### src/rtl/gir_pkg.sv
package gir_pkg;
  // Index of each controller's shared output
  localparam int unsigned SH_C0    = 0;
  localparam int unsigned SH_C1    = 1;
  localparam int unsigned SH_C2    = 2;
  localparam int unsigned N_SHARED = 3;
endpackage

### src/rtl/gir_ctrl_reg.sv
module gir_ctrl_reg #(
  parameter int unsigned ADDR_W = 12,
  parameter int unsigned DATA_W = 32,
  parameter logic [ADDR_W-1:0] OFFSET = 12'h054
) (
  input  logic              clk,
  input  logic              rst,
  input  logic              wr_en,
  input  logic [ADDR_W-1:0] addr,
  input  logic [DATA_W-1:0] wdata,
  output logic [DATA_W-1:0] ctrl_q,
  output logic [DATA_W-1:0] rdata
);
  logic hit;
  assign hit = (addr == OFFSET);

  always_ff @(posedge clk) begin
    if (rst) begin
      ctrl_q <= '0;
      rdata  <= '0;
    end else begin
      if (wr_en && hit) ctrl_q <= wdata;
      rdata <= hit ? ctrl_q : '0;
    end
  end

  // reset leaves the register and the read data at zero
  a_r1_reset_clears: assert property (@(posedge clk)
    rst |=> (ctrl_q == '0 && rdata == '0));

  // an accepted write lands in the register
  a_r2_write_lands: assert property (@(posedge clk) disable iff (rst)
    (wr_en && hit) |=> ctrl_q == $past(wdata));

  // without an accepted write the register holds its value
  a_r2_miss_holds: assert property (@(posedge clk) disable iff (rst)
    !(wr_en && hit) |=> $stable(ctrl_q));
endmodule

### src/rtl/gir_lane.sv
module gir_lane (
  input  logic sel,
  input  logic a_line,
  input  logic b_line,
  output logic ded,
  output logic a_shared,
  output logic b_shared
);
  // sel = 1: the B side (controller 2) wins the dedicated output
  always_comb begin
    ded      = sel ? b_line : a_line;
    a_shared = sel & a_line;
    b_shared = ~sel & b_line;
  end
endmodule

### src/rtl/gpio_irq_router.sv
module gpio_irq_router #(
  parameter int unsigned N0_LINES = 14,
  parameter int unsigned N1_LINES = 24,
  parameter int unsigned N2_LINES = 32,
  parameter int unsigned ADDR_W   = 12,
  parameter logic [ADDR_W-1:0] CTRL_OFFSET = 12'h054
) (
  input  logic                         clk,
  input  logic                         rst,
  input  logic                         reg_wr,
  input  logic [ADDR_W-1:0]            reg_addr,
  input  logic [N2_LINES-1:0]          reg_wdata,
  output logic [N2_LINES-1:0]          reg_rdata,
  input  logic [N0_LINES-1:0]          gp0_irq,
  input  logic [N1_LINES-1:0]          gp1_irq,
  input  logic [N2_LINES-1:0]          gp2_irq,
  output logic [N0_LINES+N1_LINES-1:0] ded_irq,
  output logic [gir_pkg::N_SHARED-1:0] shr_irq
);
  localparam int unsigned MUX_POS = N2_LINES;           // mux positions = register width
  localparam int unsigned MUX1    = N2_LINES - N0_LINES; // controller 1 lines that are muxed
  localparam int unsigned FIX1    = N1_LINES - MUX1;     // controller 1 lines with a fixed output

  logic [MUX_POS-1:0] ctrl_q;
  logic [MUX_POS-1:0] a_line, a_sh, b_sh;

  gir_ctrl_reg #(
    .ADDR_W (ADDR_W),
    .DATA_W (MUX_POS),
    .OFFSET (CTRL_OFFSET)
  ) u_reg (
    .clk    (clk),
    .rst    (rst),
    .wr_en  (reg_wr),
    .addr   (reg_addr),
    .wdata  (reg_wdata),
    .ctrl_q (ctrl_q),
    .rdata  (reg_rdata)
  );

  for (genvar p = 0; p < MUX_POS; p++) begin : g_pos
    if (p < N0_LINES) begin : g_c0
      assign a_line[p] = gp0_irq[p];
    end else begin : g_c1
      assign a_line[p] = gp1_irq[p-N0_LINES];
    end
    gir_lane u_lane (
      .sel      (ctrl_q[p]),
      .a_line   (a_line[p]),
      .b_line   (gp2_irq[p]),
      .ded      (ded_irq[p]),
      .a_shared (a_sh[p]),
      .b_shared (b_sh[p])
    );
  end

  for (genvar j = 0; j < FIX1; j++) begin : g_fix
    assign ded_irq[MUX_POS+j] = gp1_irq[MUX1+j];
  end

  assign shr_irq[gir_pkg::SH_C0] = |a_sh[N0_LINES-1:0];
  assign shr_irq[gir_pkg::SH_C1] = |a_sh[MUX_POS-1:N0_LINES];
  assign shr_irq[gir_pkg::SH_C2] = |b_sh;

  // the controller 0 shared output needs an active controller 0 line
  a_r6_shared0_has_source: assert property (@(posedge clk) disable iff (rst)
    shr_irq[gir_pkg::SH_C0] |-> (|gp0_irq));

  // with the register at zero, controllers 0 and 1 have no shared traffic
  a_r7_zero_reg_quiet: assert property (@(posedge clk) disable iff (rst)
    (ctrl_q == '0) |-> (shr_irq[gir_pkg::SH_C1:gir_pkg::SH_C0] == 2'b00));

  // with every bit set, controller 2 is fully dedicated
  a_r8_all_ones_quiet: assert property (@(posedge clk) disable iff (rst)
    (&ctrl_q) |-> !shr_irq[gir_pkg::SH_C2]);
endmodule

### config.mk
export PLATFORM = sky130hd
export DESIGN_NAME = gpio_irq_router
export DESIGN_NICKNAME = d
export VERILOG_FILES = /design/src/rtl/gir_pkg.sv /design/src/rtl/gir_ctrl_reg.sv /design/src/rtl/gir_lane.sv /design/src/rtl/gpio_irq_router.sv
export SDC_FILE = /design/constraint.sdc
export NUM_CORES = 1
export LEC_CHECK = 0
export CORE_ASPECT_RATIO = 1.25
export CORE_MARGIN = 4
export CORE_UTILIZATION = 37
export DETAILED_ROUTE_END_ITERATION = 8
export PLACE_DENSITY = 0.83
export SYNTH_ARGS = -nofsm -noshare
export SYNTH_HDL_FRONTEND = slang
export SYNTH_SLANG_ARGS = --single-unit
### constraint.sdc
create_clock -name clk -period 1.7 [get_ports clk]
set_input_delay 0.255 -clock clk [delete_from_list [all_inputs] [get_ports clk]]
set_output_delay 0.255 -clock clk [all_outputs]
set_load 0.02 [all_outputs]
==> results.cfg, run 1 <==
[outcome]
outcome = complete, but fails checks
violations = negative setup slack

[synth]
synth.distinct_cells = 24
ys_warn_count = 0
synth.area.top_cells = dfxtp_1 41%, mux2_2 12%, buf_4 9.9%
netlist_area_um2 = 3110
synthCells = 357
synth_largest_area_cell = dfxtp_1
synth_seq_cells = 64
avgSynthCellArea_um2 = 8.71
synth_fp_nets = 474
synth_top_area_share_pct = 41.2
seq_area_frac_synth_pct = 41.2

[setup_path]
path_max_fanout = 2
r2r_slack_ps = 860
r2r_start = u_reg.ctrl_q[14]
reg2reg_to = u_reg.ctrl_q[14]
crit_type = in -> out
ff2ff_path_depth = 4
cp.required_ps = 1440
crit_path_end_kind = output port
worstPathArrival_ps = 1580
crit_path_start_kind = input port

[pwr]
leakagePower_nw = 2.18
vdd_ir_drop_max_v = 0.000289
powerDensity_nw_per_um2 = 615
power_mw = 3.26

[placed_design]
gp_congestion = 0.842
io_buffers = 177
placed_cells = 628
dpl.hpwl_um = 9090
placed_cell_area_um2 = 5030

[min_path]
hold_end = u_reg.ctrl_q[25]
min_from = reg_wdata[25]
whs_path_depth = 3
hold_path.class = in -> reg

[timing]
fmax_ghz = 0.544
period_needed_ps = 1840
finalSetupTns_ps = -271
hold_viol_final = 0
final.period_utilization_pct = 108
slew_violations = 0
finClkSkew_ps = 5.78
worst_pin_slew_ps = 385
finalSetupViolCount = 3
fin_ws_ps = -138
rsz0062_at_grt = true
max_slew_margin_pct = 74.4

[layout]
instances_no_fill = 643
fin_util_pct = 64.7
layout-drive-gt1-share_pct = 30.2
design_area_um2 = 5300
syn_to_final_growth_pct = 70.5
diodes = 0
nets = 659

[cts]
cts_sinks = 64
insertion_delay_ps = 330
h-tree-depth = 3
clk_pin_slew_ps = 70
cts_tree = done
clockBufferDepth = 2
root_buffer = clkbuf_8
cts_buffers = 9

[die]
die-height_um = 111
dieArea_um2 = 9950
start_util_pct = 38.0
core_region_area_um2 = 8190
die_width_um = 90.0
rows = 37
ioPinCount = 190

[global_route]
met3_usage_pct = 5.25
grt_start_max_net_pins = 33
antenna_found_initial = 0
busiest_layer = met2
grt_pass1_vias = 3355
gr-total-overflow = 0
grt_pass1_wl_um = 17500
grtUsageTotal_pct = 22.4
grtUsageMet1_pct = 23.9
grt_use_met2_pct = 41.5

[job]
cap_violations = 0

[detailed_routing]
dr_total_vias = 3201
drc_errors = 0
wl_per_cell_um = 17.8
wirelength_um = 11500
routed_via_density = 4.98
ant_nets = 0
drt_iter0_drc = 122
drtPass1Iterations = 4
-- cells by family (layout without fill, tap and decap cells) --
group / Yosys count / in the layout / synth area share (%)
compound gates: 64 / 64 / 12.6
buf+inv: 84 / 273 / 15.9
flops: 64 / 64 / 41.2
mux: 32 / 32 / 11.6
simple gates: 113 / 113 / 18.7
-- layout make-up --
class                      instances  area (um^2)
timing repair buffer             226         2110
inverter                          32          120
clock inverter                     4         45.0
multi-input combinational        209         1440
tap                               97          121
sequential                        64         1320
clock buffer                      11          141
fill                             658         2890
-- how the worst max path moves through the flow --
stage	cells past startpoint	endpoint	start	slack (ps)
after floorplan	5	u_reg.rdata[28]	rst	320
after global placement	6	shr_irq[0]	gp0_irq[2]	-630
after detailed placement	6	shr_irq[0]	gp0_irq[2]	-660
after CTS	6	shr_irq[1]	gp1_irq[6]	-170
after global routing	5	shr_irq[1]	u_reg.ctrl_q[20]	-180
final	5	shr_irq[0]	gp0_irq[1]	-140
-- routing by layer --
metal	part of all wire [%]	wire length, um
met1	38	4320
met2	53	6030
met3	6.6	752
met4	3.2	363
met5	0	0
-- power by group --
group / internal, mW / switching, mW
registers: 1.49 / 0.0000859
logic: 0.315 / 0.197
clock network: 0.702 / 0.557
total: 2.51 / 0.755
-- worst max-delay path, cell delays in order --
cell and delay [ps]:
clkdlybuf4s50_1 450, a22o_1 290, a221oi_1 250, nand4_1 160
buf_4 190
-- metrics by stage --
stage | hold slack [ps] | setup WS, ps
2_1_floorplan | 395 | 315
3_3_place_gp | 493 | -629
3_5_place_dp | 500 | -665
4_1_cts | 459 | -168
5_1_grt | 463 | -184
6_report | 469 | -138
-- registers in the layout (all words and copies together) (netlist names) --
name          cells
u_reg.ctrl_q     32
u_reg.rdata      32
-- Yosys cell counts (all sizes together) --
cell / n
nand2: 66
dfxtp: 64
buf: 45
a21oi: 32
and2: 32
inv: 32
mux2: 32
o22ai: 16
a22oi: 7
clkbuf: 7
a221oi: 5
nor4: 5
a22o: 4
nand4: 4
and3: 1
and4: 1
and4bb: 1
nor3: 1
nor4b: 1
or4b: 1
-- placed cells by master (no fill, tap or decap), types with 2 or more instances in the layout --
master and instances:
inv_1 30, nand4_1 4, clkbuf_2 13, a22o_1 4
o22ai_1 13, buf_6 4, clkbuf_8 10, dlygate4sd2_1 8
and2_1 32, a22oi_2 3, clkinv_2 3, buf_2 4
buf_4 45, clkdlybuf4s15_1 3, o22ai_4 3, clkdlybuf4s15_2 8
dfxtp_2 18, inv_2 2, buf_12 3, clkdlybuf4s50_1 134
nor4_2 3, dfxtp_4 5, dlymetal6s2s_1 4, nand2_1 66
a22oi_1 4, dfxtp_1 41, a21oi_1 32, a221oi_2 4
mux2_2 32
-- what timing repair did --
action,4_1_cts,5_1_grt
pin swaps,9,5
gates resized for setup,125,38
buffers inserted,1,0
endpoints found under the setup margin,35,25
hold buffers,0,0
(Power assumes the default switching activity.)
==> run 2: changes to the inputs <==
- GPL_TIMING_DRIVEN: not set -> 0
- HOLD_SLACK_MARGIN: not set -> 0.1
==> run 2 against run 1 <==
  * The flow still finishes with violations (negative setup slack)
  * Maximum frequency shrank 1.3%
  * Hold slack lost 260 ps
  * Clock power is essentially flat
  * Critical path type unchanged
  * Critical endpoint unchanged
  * Largest cell class unchanged
  * Largest power group unchanged
  * Highest routed layer unchanged
==> results.cfg, run 2 (synthesis gave the netlist of run 1 again) <==
[outcome]
outcome = complete, but fails checks
violations = negative setup slack

[layout]
layout-drive-gt1-share_pct = 33.3
diodes = 0
nets = 674
final_common_cell = clkdlybuf4s50_1
largest_registers = u_reg.ctrl_q (32), u_reg.rdata (32)
nFillCells = 670
syn_to_final_growth_pct = 74.7
mostFrequentLayoutCells = 130 x clkdlybuf4s50_1, 66 x nand2_1, 46 x buf_4

[setup_path]
slowest_delay_ps = 450
r2r_start = u_reg.ctrl_q[11]
cp.required_ps = 1440
path_max_fanout = 2
crit_type = in -> out
cp_slowest_cell = clkdlybuf4s50_1
crit_path_start_kind = input port
reg2reg_to = u_reg.ctrl_q[11]
ff2ff_path_depth = 3
path_cells = clkdlybuf4s50_1 > a22o_1 > a221oi_1 > nand4_1 > buf_6
r2r_slack_ps = 920
crit_path_end_kind = output port
worstPathArrival_ps = 1610

[cts]
h-tree-depth = 3
postCtsHoldBufs = 0
cts_tree = done
root_buffer = clkbuf_8
clockBufferDepth = 2
clk_pin_slew_ps = 60
cts_buffers = 9
insertion_delay_ps = 340
cts_sinks = 64

[detailed_routing]
ant_nets = 0
drt_iter0_drc = 104
drc_errors = 0
wirelength_um = 11700
dr_total_vias = 3199
routed_via_density = 4.86
wl_per_cell_um = 17.7
drtPass1Iterations = 4

[global_route]
gr-total-overflow = 0
grt_pass1_wl_um = 17700
antenna_found_initial = 0
grt_start_max_net_pins = 11
grtUsageTotal_pct = 23.0
grt_pass1_vias = 3405

[timing]
finalSetupTns_ps = -396
period_needed_ps = 1860
final.period_utilization_pct = 110
worst_pin_slew_ps = 511
hold_viol_final = 0
fin_ws_ps = -162
fmax_ghz = 0.537
finalSetupViolCount = 4
finClkSkew_ps = 7.65
rsz0062_at_grt = true
max_slew_margin_pct = 65.9
slew_violations = 0

[die]
ioPinCount = 190
core_region_area_um2 = 8190
dieArea_um2 = 9950
rows = 37
start_util_pct = 38.0
die_width_um = 90.0
die-height_um = 111

[pwr]
powerDensity_nw_per_um2 = 602
leakagePower_nw = 2.30
power_mw = 3.27
vdd_ir_drop_max_v = 0.000348

[min_path]
min_from = rst
hold_end = u_reg.ctrl_q[31]
whs_path_depth = 2
hold_path.class = in -> reg

[placed_design]
io_buffers = 182
gp_congestion = 0.842
dpl.hpwl_um = 9340

[job]
cap_violations = 0
## run 2: what timing repair did
| action | 4_1_cts | 5_1_grt |
|---|---|---|
| setup buffers | 4 | 3 |
| endpoints found under the setup margin | 48 | 61 |
| cloned | 0 | 0 |
| pin swaps | 10 | 9 |
| gates resized for setup | 187 | 59 |
## run 2: per-layer routing
layer / global-route usage (%) / routed length [um] / part of all wire [%] / vias up
li1: - / - / - / 1571
met4: 11.7 / 478 / 4.1 / 0
met3: 7.08 / 758 / 6.5 / 34
met5: 0 / 0 / 0 / -
met1: 24.1 / 4350 / 37 / 1441
met2: 41.0 / 6100 / 52 / 153
## run 2: area by class of cell
cell class                 instances  area (um^2)  share of cell area [%]
clock buffer                      11          141                    2.60
clock inverter                     4         45.0                   0.829
tap                               97          121                    2.23
timing repair buffer             189         1760                    32.4
buffer                            52          385                    7.09
multi-input combinational        209         1460                    26.8
sequential                        64         1400                    25.7
inverter                          32          120                    2.21
## run 2: worst max-delay path, delay by kind of cell
kind	cells	cell delay, ps
AO/OA/AOI/OAI	2	550
buffers and inverters	2	620
AND/OR/NAND/NOR	1	180
## run 2: power by group
group	switching [mW]	internal (mW)
Clock	0.542	0.702
Combinational	0.217	0.361
Sequential	0.000135	1.45
## run 2: worst max-delay path by stage
stage / cells past startpoint / start / endpoint
after floorplan: 5 / rst / u_reg.rdata[28]
after global placement: 6 / gp0_irq[2] / shr_irq[0]
after detailed placement: 6 / gp0_irq[2] / shr_irq[0]
after CTS: 5 / u_reg.ctrl_q[2] / shr_irq[0]
after global routing: 5 / u_reg.ctrl_q[20] / shr_irq[1]
final: 5 / gp0_irq[1] / shr_irq[0]
## run 2: per-stage QoR
stage               setup WS [ps]  cells  hold slack (ps)  instance area, um^2  util [%]
floorplan                     315    357              395                 3110         -
global placement             -725    636              486                 5050      61.7
detailed placement           -726    636              504                 5050      61.7
CTS                          -178    655              194                 5430      66.2
global route                 -203    658              214                 5430      66.3
finish                       -162    658              209                 5430      66.3
